===== src/rtl/endsw_pkg.sv =====
package endsw_pkg;

  localparam int CLASS_W = 3;

  localparam logic [CLASS_W-1:0] ACC_DESC = 3'd0;
  localparam logic [CLASS_W-1:0] ACC_FRAG = 3'd1;
  localparam logic [CLASS_W-1:0] ACC_PKT  = 3'd2;
  localparam logic [CLASS_W-1:0] ACC_CFG  = 3'd3;
  localparam logic [CLASS_W-1:0] ACC_CTRL = 3'd4;

endpackage


===== src/rtl/endsw_rst_sync.sv =====
module endsw_rst_sync (
  input  logic clk,
  input  logic rst_n,
  output logic rst_sync_n
);

  logic [1:0] sync_q;

  always_ff @(posedge clk or negedge rst_n) begin
    if (!rst_n) sync_q <= 2'b00;
    else        sync_q <= {sync_q[0], 1'b1};
  end

  assign rst_sync_n = sync_q[1];

endmodule


===== src/rtl/endsw_policy.sv =====
module endsw_policy
  import endsw_pkg::*;
(
  input  logic               big_endian,
  input  logic [CLASS_W-1:0] acc_class,
  output logic               do_swap
);

  logic class_struct;

  always_comb begin
    case (acc_class)
      ACC_DESC, ACC_FRAG: class_struct = 1'b1;
      ACC_PKT, ACC_CFG, ACC_CTRL: class_struct = 1'b0;
      default: class_struct = 1'b0;
    endcase
  end

  assign do_swap = big_endian & class_struct;

endmodule


===== src/rtl/endsw_lane_rev.sv =====
module endsw_lane_rev #(
  parameter int LANES  = 4,
  parameter int LANE_W = 8
) (
  input  logic                    en,
  input  logic [LANES*LANE_W-1:0] din,
  input  logic [LANES-1:0]        be_in,
  output logic [LANES*LANE_W-1:0] dout,
  output logic [LANES-1:0]        be_out
);

  for (genvar i = 0; i < LANES; i++) begin : g_lane
    localparam int MIR = LANES - 1 - i;
    assign dout[i*LANE_W +: LANE_W] = en ? din[MIR*LANE_W +: LANE_W]
                                         : din[i*LANE_W +: LANE_W];
    assign be_out[i] = en ? be_in[MIR] : be_in[i];
  end

endmodule


===== src/rtl/endsw_stage.sv =====
module endsw_stage #(
  parameter int W = 68
) (
  input  logic         clk,
  input  logic         rst_n,
  input  logic         in_valid,
  output logic         in_ready,
  input  logic [W-1:0] in_payload,
  output logic         out_valid,
  input  logic         out_ready,
  output logic [W-1:0] out_payload
);

  logic         valid_q, valid_d;
  logic [W-1:0] pay_q;
  logic         load_en;

  always_comb begin
    in_ready = !valid_q || out_ready;
    load_en  = in_valid && in_ready;
    valid_d  = valid_q;
    if (load_en)        valid_d = 1'b1;
    else if (out_ready) valid_d = 1'b0;
  end

  always_ff @(posedge clk or negedge rst_n) begin
    if (!rst_n) valid_q <= 1'b0;
    else        valid_q <= valid_d;
  end

  always_ff @(posedge clk) begin
    if (load_en) pay_q <= in_payload;
  end

  assign out_valid   = valid_q;
  assign out_payload = pay_q;

  // a stalled beat stays put
  a_r8_hold_stall: assert property (@(posedge clk) disable iff (!rst_n)
    (out_valid && !out_ready) |=> (out_valid && $stable(out_payload)));

  // an accepted beat is presented on the next cycle
  a_r8_accept_shows: assert property (@(posedge clk) disable iff (!rst_n)
    (in_valid && in_ready) |=> (out_valid && out_payload == $past(in_payload)));

endmodule


===== src/rtl/endsw_path.sv =====
module endsw_path
  import endsw_pkg::*;
#(
  parameter int DATA_W = 32,
  parameter int ADDR_W = 32,
  parameter int LANE_W = 8
) (
  input  logic                   clk,
  input  logic                   rst_n,
  input  logic                   big_endian,
  input  logic                   in_valid,
  output logic                   in_ready,
  input  logic [CLASS_W-1:0]     in_class,
  input  logic [ADDR_W-1:0]      in_addr,
  input  logic [DATA_W-1:0]      in_data,
  input  logic [DATA_W/LANE_W-1:0] in_be,
  output logic                   out_valid,
  input  logic                   out_ready,
  output logic [ADDR_W-1:0]      out_addr,
  output logic [DATA_W-1:0]      out_data,
  output logic [DATA_W/LANE_W-1:0] out_be
);

  localparam int LANES = DATA_W / LANE_W;
  localparam int PAY_W = ADDR_W + LANES + DATA_W;

  logic              rst_sync_n;
  logic              do_swap;
  logic [DATA_W-1:0] sw_data;
  logic [LANES-1:0]  sw_be;
  logic [PAY_W-1:0]  pay_in, pay_out;

  endsw_rst_sync u_rst (
    .clk        (clk),
    .rst_n      (rst_n),
    .rst_sync_n (rst_sync_n)
  );

  endsw_policy u_policy (
    .big_endian (big_endian),
    .acc_class  (in_class),
    .do_swap    (do_swap)
  );

  endsw_lane_rev #(.LANES(LANES), .LANE_W(LANE_W)) u_rev (
    .en     (do_swap),
    .din    (in_data),
    .be_in  (in_be),
    .dout   (sw_data),
    .be_out (sw_be)
  );

  assign pay_in = {in_addr, sw_be, sw_data};

  endsw_stage #(.W(PAY_W)) u_stage (
    .clk         (clk),
    .rst_n       (rst_sync_n),
    .in_valid    (in_valid),
    .in_ready    (in_ready),
    .in_payload  (pay_in),
    .out_valid   (out_valid),
    .out_ready   (out_ready),
    .out_payload (pay_out)
  );

  assign out_addr = pay_out[PAY_W-1 -: ADDR_W];
  assign out_be   = pay_out[DATA_W +: LANES];
  assign out_data = pay_out[DATA_W-1:0];

  // Checking helpers: behavioural lane reversal
  function automatic logic [DATA_W-1:0] rev_bytes(input logic [DATA_W-1:0] d);
    logic [DATA_W-1:0] r;
    for (int k = 0; k < LANES; k++) r[k*LANE_W +: LANE_W] = d[(LANES-1-k)*LANE_W +: LANE_W];
    return r;
  endfunction

  function automatic logic [LANES-1:0] rev_be(input logic [LANES-1:0] b);
    logic [LANES-1:0] r;
    for (int k = 0; k < LANES; k++) r[k] = b[LANES-1-k];
    return r;
  endfunction

  logic acc_fire;
  assign acc_fire = in_valid && in_ready;

  // descriptor beats reversed in big-endian mode
  a_r1_desc_swap: assert property (@(posedge clk) disable iff (!rst_sync_n)
    (acc_fire && big_endian && in_class == ACC_DESC) |=> (out_data == rev_bytes($past(in_data))));

  // fragment-list beats reversed in big-endian mode
  a_r2_frag_swap: assert property (@(posedge clk) disable iff (!rst_sync_n)
    (acc_fire && big_endian && in_class == ACC_FRAG) |=> (out_data == rev_bytes($past(in_data))));

  // register space never reversed
  a_r3_reg_pass: assert property (@(posedge clk) disable iff (!rst_sync_n)
    (acc_fire && (in_class == ACC_CFG || in_class == ACC_CTRL))
      |=> (out_data == $past(in_data) && out_be == $past(in_be)));

  // packet payload never reversed
  a_r4_pkt_pass: assert property (@(posedge clk) disable iff (!rst_sync_n)
    (acc_fire && in_class == ACC_PKT) |=> (out_data == $past(in_data) && out_be == $past(in_be)));

  // little-endian mode passes everything
  a_r5_le_pass: assert property (@(posedge clk) disable iff (!rst_sync_n)
    (acc_fire && !big_endian) |=> (out_data == $past(in_data) && out_be == $past(in_be)));

  // address untouched
  a_r6_addr_kept: assert property (@(posedge clk) disable iff (!rst_sync_n)
    acc_fire |=> (out_addr == $past(in_addr)));

  // enables mirrored together with reversed data
  a_r7_be_mirror: assert property (@(posedge clk) disable iff (!rst_sync_n)
    (acc_fire && big_endian && (in_class == ACC_DESC || in_class == ACC_FRAG))
      |=> (out_be == rev_be($past(in_be))));

  // no output beat straight out of reset
  a_r10_reset_idle: assert property (@(posedge clk)
    (!rst_sync_n) |=> !out_valid || $past(acc_fire));

endmodule


===== config.mk =====
export PLATFORM = sky130hd
export DESIGN_NAME = endsw_path
export DESIGN_NICKNAME = d
export VERILOG_FILES = /design/src/rtl/endsw_pkg.sv /design/src/rtl/endsw_rst_sync.sv /design/src/rtl/endsw_policy.sv /design/src/rtl/endsw_lane_rev.sv /design/src/rtl/endsw_stage.sv /design/src/rtl/endsw_path.sv
export SDC_FILE = /design/constraint.sdc
export NUM_CORES = 1
export LEC_CHECK = 0
export BUFFER_PORTS_ARGS = -buffer_cell sky130_fd_sc_hd__buf_2
export CAP_MARGIN = 20
export CORE_UTILIZATION = 44
export DETAILED_ROUTE_END_ITERATION = 16
export PLACE_DENSITY_LB_ADDON = 0.1
export SKIP_CTS_REPAIR_TIMING = 1
export SYNTH_ARGS = -nofsm -noshare
export SYNTH_HDL_FRONTEND = slang
export SYNTH_SLANG_ARGS = --single-unit

===== constraint.sdc =====
create_clock -name clk -period 0.8 [get_ports clk]
set_input_delay 0.08 -clock clk [delete_from_list [all_inputs] [get_ports clk]]
set_output_delay 0.08 -clock clk [all_outputs]
set_load 0.02 [all_outputs]

==> Word level (Yosys, flattened, before mapping) <==
Cells that the tools add are included.
Widths: inputs -> output; s select.
{ "op_classes": {"n_addsub": 0, "multipliers": 0, "div_mod_pow": 0, "magnitude_cmp": 0, "eq_ne": 1, "n_shift": 0, "mux": 11, "bitwise_logic": 1, "reduce_logical": 6} }
{ "op_table": {"columns": ["operator", "count"], "rows": [
  ["$mux 8", 4],
  ["$mux 1", 7],
  ["$eq 3x1->1 const B", 1],
  ["$logic_not 3->1", 1],
  ["$reduce_bool 2->1", 1],
  ["$reduce_or 2->1", 1],
  ["$and 1x1->1", 1],
  ["$logic_and 1x1->1", 1],
  ["$logic_not 1->1", 1],
  ["$logic_or 1x1->1", 1]
]} }
{ "totals": {"ff_bits": 71, "latchBits": 0, "ramBits": 0, "rom_bits": 0, "word_cells": 22, "memories": 0} }

==> Logic depth before layout (Yosys ltp) <==
Gate-level depths: netlist of the first run.
{ "depth": {"ltp_word": 5, "mapped_depth": 4, "ltp_nobuf": 2} }

==> By module <==
A second synthesis of the first run with hierarchy kept.
{ "unflattened": {"hier_cells": 116, "area_unflattened_um2": 2751.4} }
{ "by_module_without_submodules": {"columns": ["module", "instances", "cells_each", "area_per_inst_um2", "seq_area_each_um2"], "rows": [
  ["endsw_stage", 1, 72, 2095.8, 2067.0],
  ["endsw_lane_rev", 1, 40, 589.3, 0.0],
  ["endsw_rst_sync", 1, 3, 53.8, 50.0],
  ["endsw_policy", 1, 1, 12.5, 0.0]
]} }

==> Worst setup path before layout of the first run <==
OpenSTA, ideal clock, no wires.
{ "synth_timing": {"kind": "reg-to-reg", "start": "register u_stage.valid_q, in the netlist u_stage.out_valid", "end": "register u_stage.pay_q[0], in the netlist u_stage.out_payload[0] (enable)", "setup_time_ns": 0.433, "t_arrival_ns": 2.341, "required_ns": 0.367, "path_slack_ns": -1.974, "stages_incl_launch_ff": 3, "path_cell_list": "dfrtp_1 -> nand2b_1 -> and2_1"} }
{ "synth_between": {"elab_chain_cells": 3} }
{ "synth_lines": {"columns": ["element", "line", "rtl"], "rows": [
  ["start: declaration", "endsw_stage.sv:14", "logic valid_q, valid_d;"],
  ["start signal: assignment", "endsw_stage.sv:28", "else valid_q <= valid_d;"],
  ["$logic_not 1->1", "endsw_stage.sv:19", "in_ready = !valid_q || out_ready;"],
  ["$logic_or 1x1->1", "endsw_stage.sv:19", null],
  ["via in_ready", "endsw_path.sv:12", "output logic in_ready,"],
  ["$logic_and 1x1->1", "endsw_stage.sv:20", "load_en = in_valid && in_ready;"],
  ["via u_stage.load_en", "endsw_stage.sv:16", "logic load_en;"],
  ["end signal: assignment", "endsw_stage.sv:32", "if (load_en) pay_q <= in_payload;"],
  ["end: declaration", "endsw_stage.sv:15", "logic [W-1:0] pay_q;"]
]} }
The timed path passes the listed nets, and every way through them passes these cells.
A chain may end at the register's enable or synchronous reset.

==> Worst setup path in the final report of the first run <==
{ "layout_timing": {"start": "register u_stage.valid_q, in the netlist u_stage.out_valid", "end": "register u_stage.pay_q[40], in the netlist u_stage.out_payload[40] (enable)"} }
{ "layout_between": {"elab_chain_cells": 3} }
{ "layout_lines": {"columns": ["element", "line"], "rows": [
  ["$logic_not 1->1", "endsw_stage.sv:19"],
  ["$logic_or 1x1->1", "endsw_stage.sv:19"],
  ["$logic_and 1x1->1", "endsw_stage.sv:20"],
  ["via u_stage.load_en", "endsw_stage.sv:16"]
]} }
The timed path passes the listed nets, and every way through them passes these cells.

==> metrics.md, run 1 <==
| Metric | Value |
|---|---|
| Register bit total from synthesis | `roughly 70` |
| Largest net degree at the start of global routing | `26` |
| Startpoint Class | `flop` |
| Clock Skew | `a little under 0.007 ns` |
| Crit path arrival time | `approximately 1.2 ns` |
| Final period utilization | `148%` |
| Core area | `5960 µm²` |
| Final Core Density | `77.7%` |
| Multi-input gate area | `slightly below 600 µm²` |
| Endpoints failing setup | `174` |
| Iter 0 DRT Violations | `43` |
| Worst R2R Start | `u_stage.out_valid` |
| Total Routing Usage GR | `15.8%` |
| Top Ports | `146` |
| Post-DP Area | `around 3600 µm²` |
| DRT Pass-1 Iters | `4` |
| Rows | `28` |
| Layout cells sized above 1 | `about 66%` |
| Worst-Skew Late Latency | `0.34 ns` |
| Nets | `390` |
| Crit path cell chain | `nand2b_4, and2_4, buf_12` |
| Fin Hold WS | `0.0141 ns` |
| CP Capture Type | `flop` |
| Antenna fix cells | `0` |
| Seq/Total Area, Yosys | `77.2%` |
| Routability cong. | `0.710` |
| # DRC | `0` |
| Initial antenna violation count | `0` |
| Worst Setup SP | `u_stage.out_valid` |
| Max Fclk | `0.845 GHz` |
| Slew Viols, Final | `0` |
| P&R area growth vs syn | `68.8%` |
| Most frequent cells in the layout | `90 x buf_2, 68 x edfxtp_1, 56 x buf_6, 36 x mux2_4, 34 x dlygate4sd3_1` |
| Register area | `2120 µm²` |
| CTS clock-pin slew for the worst setup and hold paths | `roughly 0.07 ns` |
| Global route overflow | `0` |
| Starting density of the core | `46.0%` |
| Clk root buf | `clkbuf_8` |
| Die Wd | `roughly 81 µm` |
| Met3 GRT Util | `5.96%` |
| Worst VDD drop | `1150 µV` |
| Most Crowded Layer GR | `met2` |
| Synthesized instance count | `116` |
| Buffers on Ports | `144` |
| Syn_nets | `192` |
| TritonCTS buffer count | `9` |
| Fillers | `350` |
| CTS tree | `done` |
| Max incr delay on CP | `0.42 ns` |
| CP Buf/Inv Count | `1` |
| Htree depth | `3` |
| Post-layout min period | `1.18 ns` |
| Yosys warnings | `0` |
| Antenna-violating nets left | `0` |
| Leading cell type in the layout, fill and taps excluded | `buf_2` |
| Via density | `between 4 and 5` |
| Met2 Resource Use GR | `26.2%` |
| Crit path required time | `~0.84 ns` |
| Hold Crit Class | `reg -> async` |
| Max-cap viol count | `0` |
| Final Hold Vio Count | `0` |
| Clk buf depth | `2` |
| Setup CP Type | `reg -> reg` |
| Top delay family on crit path | `flip-flops` |
| Sink Count | `a little over 70` |
| Via Count | `1,826` |
| Die Area | `6550 µm²` |
| Final worst slack | `-0.383 ns` |
| Leak | `1.99 nW` |
| Failing checks | `negative setup slack` |
| First-pass GRT wire length | `a little over 7000 µm` |
| Vias in the first global route | `around 1,500` |
| Routed len/inst | `15.8 µm` |
| Met1 GRT Util | `16.8%` |
| DRT Wirelength | `6230 µm` |
| Outcome | `complete, but fails checks` |
| Mapped cell area | `2740 µm²` |
| Slowest CP cell | `dfrtp_2` |
| Die H | `between 80 and 90 µm` |
| P per Cell Area | `1930 nW/µm²` |
| Design Area, Final | `between 4000 and 5000 µm²` |
| Syn Area/Cell | `23.6 µm²` |
| Setup repair after global routing missed its margin | `true` |
| Max FO, Critical Path | `25` |
| Distinct cells, synth | `10` |
cells in the mapped netlist:
library cell / count / area (µm²)
nor3b_2: 1 / 12.5
dfrtp_1: 3 / 75.1
conb_1: 1 / 3.75
mux2_4: 30 / 450
nand2b_1: 2 / 12.5
buf_12: 3 / 60.1
and2_1: 1 / 6.26
mux2_2: 6 / 67.6
edfxtp_1: 68 / 2040
buf_6: 1 / 11.3
worst reg2reg max path, delay by kind of cell, from the launching register on:
kind                   cells  cell delay, ns
flip-flops                 1            0.42
AND/OR/NAND/NOR            2            0.28
buffers and inverters      1            0.19
path summary, 6_finish.rpt:
kind / slack, ns / to / depth (start not counted)
worst min register to register: 0.01 / u_stage.out_valid / 0
worst max-delay path: -0.38 / u_stage.out_payload[40] / 3
worst min-delay path: 0.01 / u_stage.out_valid / 0
min in group clk: 0.05 / u_stage.out_payload[34] / 2
worst max register to register: -0.38 / u_stage.out_payload[40] / 3
max in group asynchronous: 0.63 / u_rst.sync_q[1] / 2
where the power goes:
group	switching [W]	internal [W]
clock network	0.00129	0.00175
registers	0.0000884	0.00434
logic	0.000630	0.000839
cell families after synthesis:
family                 synth area share (%)
buffers and inverters                  2.60
DFF                                    77.2
muxes                                  18.9
other                                 0.137
and+or+nand+nor                        1.14
cell type report:
type / count / share of cell area (%)
flip-flops and latches: 71 / 45.8
multi-input cells: 41 / 12.8
repair buffers: 191 / 34.8
clock buffers: 10 / 2.76
clock inverters: 6 / 1.87
well taps: 75 / 2.03
flip-flops by register name, indices dropped and copies added (netlist names):
| register | cells |
|---|---|
| u_stage.out_valid | 1 |
| u_stage.out_payload | 68 |
| u_rst.sync_q | 2 |
metal layers:
| metal | routed length, µm | vias to the layer above |
|---|---|---|
| met5 | 0 | - |
| met4 | 117 | 0 |
| met3 | 506 | 10 |
| met2 | 3440 | 95 |
| met1 | 2160 | 872 |
| li1 | - | 849 |
through the flow:
step | setup slack (ns) | total power (W) | std cells | TNS (ns)
after CTS | -0.384 | 0.00859 | 354 | -40.86
after detailed placement | -0.521 | 0.00557 | 338 | -41.88
after global routing | -0.419 | 0.00928 | 394 | -45.72
after global placement | -0.494 | 0.00555 | 338 | -41.04
final | -0.383 | 0.00894 | 394 | -39.92
after floorplan | -0.736 | 0.00510 | 116 | -61.56
No activity file was read; power rests on OpenSTA's default activity.
==> run 2: changes to the inputs <==
- SKIP_LAST_GASP: unset -> 1
==> run 2 against run 1 <==
The flow still finishes with violations (negative setup slack). Power is essentially flat. First-iteration DRC count did not move. Clock skew hardly changed. Sequential share of layout area is essentially flat. Register-to-register slack is essentially flat. Cell count unchanged. Non-clock buffer count did not move. Combinational power is essentially flat. Count of clock-buffer cells in the layout unchanged. Cell area is 0.11% lower. Critical path type unchanged. Critical endpoint unchanged. Largest cell class unchanged. Largest power group unchanged.
==> metrics.md, run 2 (same netlist as run 1, synthesis figures left out) <==
| Metric | Value |
|---|---|
| CTS tree | `done` |
| Layout cells sized above 1 | `66.5% (unchanged)` |
| Rows | `28 (unchanged)` |
| Slew Viols, Final | `0 (unchanged)` |
| P per Cell Area | `1930 nW/µm² (about the same)` |
| Startpoint Class | `flop` |
| P&R area growth vs syn | `68.6%` |
| Clk buf depth | `2 (unchanged)` |
| Via Count | `1,826 (unchanged)` |
| Antenna fix cells | `0 (unchanged)` |
| TNS Setup | `-40.12 ns (-0.194 ns)` |
| Outcome | `complete, but fails checks` |
| Final period utilization | `148% (about the same)` |
| Worst VDD drop | `1150 µV (about the same)` |
| Core area | `5960 µm² (unchanged)` |
| Final Hold Vio Count | `0 (unchanged)` |
| Die Wd | `80.9 µm (unchanged)` |
| Max Fclk | `0.846 GHz (about the same)` |
| Worst-Skew Late Latency | `0.34 ns (about the same)` |
| Crit path required time | `0.84 ns (about the same)` |
| Die Area | `6550 µm² (unchanged)` |
| Final Core Density | `77.6% (-0.084 points)` |
| Largest net degree at the start of global routing | `26 (unchanged)` |
| Path depth of the worst reg2reg path | `3 (unchanged)` |
| Clk root buf | `clkbuf_8` |
| DRT Wirelength | `6220 µm (about the same)` |
| Failing checks | `negative setup slack` |
| Worst R2R Start | `u_stage.out_valid` |
| Post-layout min period | `1.18 ns (-0.000549 ns)` |
| CTS clock-pin slew for the worst setup and hold paths | `0.07 ns (about the same)` |
| Setup CP Type | `reg -> reg` |
| Top Ports | `146 (unchanged)` |
| Total Routing Usage GR | `15.8% (unchanged)` |
| Iter 0 DRT Violations | `43 (unchanged)` |
| Clock Skew | `0.00681 ns (-0.000000110 ns)` |
| Final worst slack | `-0.383 ns (+0.000549 ns)` |
| Starting density of the core | `46.0% (unchanged)` |
| Routed len/inst | `15.8 µm (about the same)` |
| Worst reg2reg endpoint | `u_stage.out_payload[40]` |
| Max reg flops | `68 (unchanged)` |
| First-pass GRT wire length | `7160 µm (unchanged)` |
| TritonCTS buffer count | `9 (unchanged)` |
| # DRC | `0 (unchanged)` |
| Global route overflow | `0 (unchanged)` |
| Htree depth | `3 (unchanged)` |
| Initial antenna violation count | `0 (unchanged)` |
| Max-cap viol count | `0 (unchanged)` |
| Reg2reg setup slack | `-0.38 ns (about the same)` |
| Antenna-violating nets left | `0 (unchanged)` |
| Nets | `390 (unchanged)` |
| Via density | `4.63 (unchanged)` |
| Die H | `80.9 µm (unchanged)` |
| Leading cell type in the layout, fill and taps excluded | `buf_2` |
| Sink Count | `71 (unchanged)` |
| Max FO, Critical Path | `25 (unchanged)` |
| CP Capture Type | `flop` |
| Endpoints failing setup | `174 (unchanged)` |
| DRT Pass-1 Iters | `4 (unchanged)` |
| Routability cong. | `0.710 (unchanged)` |
| Most frequent cells in the layout | `90 x buf_2, 68 x edfxtp_1, 56 x buf_6, 36 x mux2_4, 34 x dlygate4sd3_1` |
| Crit path arrival time | `1.23 ns (about the same)` |
| Buffers on Ports | `144 (unchanged)` |
| Vias in the first global route | `1,507 (unchanged)` |
| Hold Crit Class | `reg -> async` |
| Setup repair after global routing missed its margin | `true` |
| Leak | `1.99 nW (about the same)` |
run 2: cell count changes in the layout (fill, tap and decap cells not counted):
| cell | before | now |
|---|---|---|
| buf_8 | 1 | 2 |
| buf_12 | 5 | 4 |
run 2: power by group:
part | leakage [nW] | switching (W) | internal (W) | total [W]
Combinational | 1.20 | 0.000629 | 0.000837 | 0.00147
Sequential | 0.681 | 0.0000884 | 0.00434 | 0.00443
Clock | 0.106 | 0.00129 | 0.00175 | 0.00304
Total | 1.99 | 0.00201 | 0.00693 | 0.00894
run 2: through the flow:
step	setup WS (ns)	power [W]	instances	hold slack [ns]	area [µm²]
finish	-0.383	0.00894	394	0.0141	4620
floorplan	-0.736	0.00510	116	-0.216	2780
CTS	-0.384	0.00859	354	-0.500	3840
global route	-0.419	0.00927	394	0.0256	4620
detailed placement	-0.521	0.00557	338	-0.133	3630
global placement	-0.494	0.00555	338	-0.134	3630
run 2: worst max-delay path by stage:
stage	from	to
6_report	u_stage.out_valid	u_stage.out_payload[40]
4_1_cts	u_stage.out_valid	u_stage.out_payload[42]
3_3_place_gp	in_class[2]	u_stage.out_payload[0]
3_5_place_dp	in_class[2]	u_stage.out_payload[29]
2_1_floorplan	u_stage.out_valid	u_stage.out_payload[0]
5_1_grt	u_stage.out_valid	u_stage.out_payload[52]
run 2: final cells by class:
type,instances,area (µm²)
Sequential cell,71,2120
Timing Repair Buffer,191,1600
Fill cell,351,1330
Multi-Input combinational cell,41,592
Clock buffer,10,128
Tap cell,75,93.8
Clock inverter,6,86.3
run 2: worst max-delay path, cell delays in order, from the launching register on:
cell and delay (ns):
dfrtp_2 0.42, nand2b_4 0.08, and2_4 0.20, buf_12 0.19
run 2: metal layers:
| metal | track usage (%) | wire [µm] |
|---|---|---|
| met4 | 10.2 | 117 |
| met5 | 0 | 0 |
| met2 | 26.2 | 3440 |
| met1 | 16.8 | 2160 |
| met3 | 5.96 | 506 |
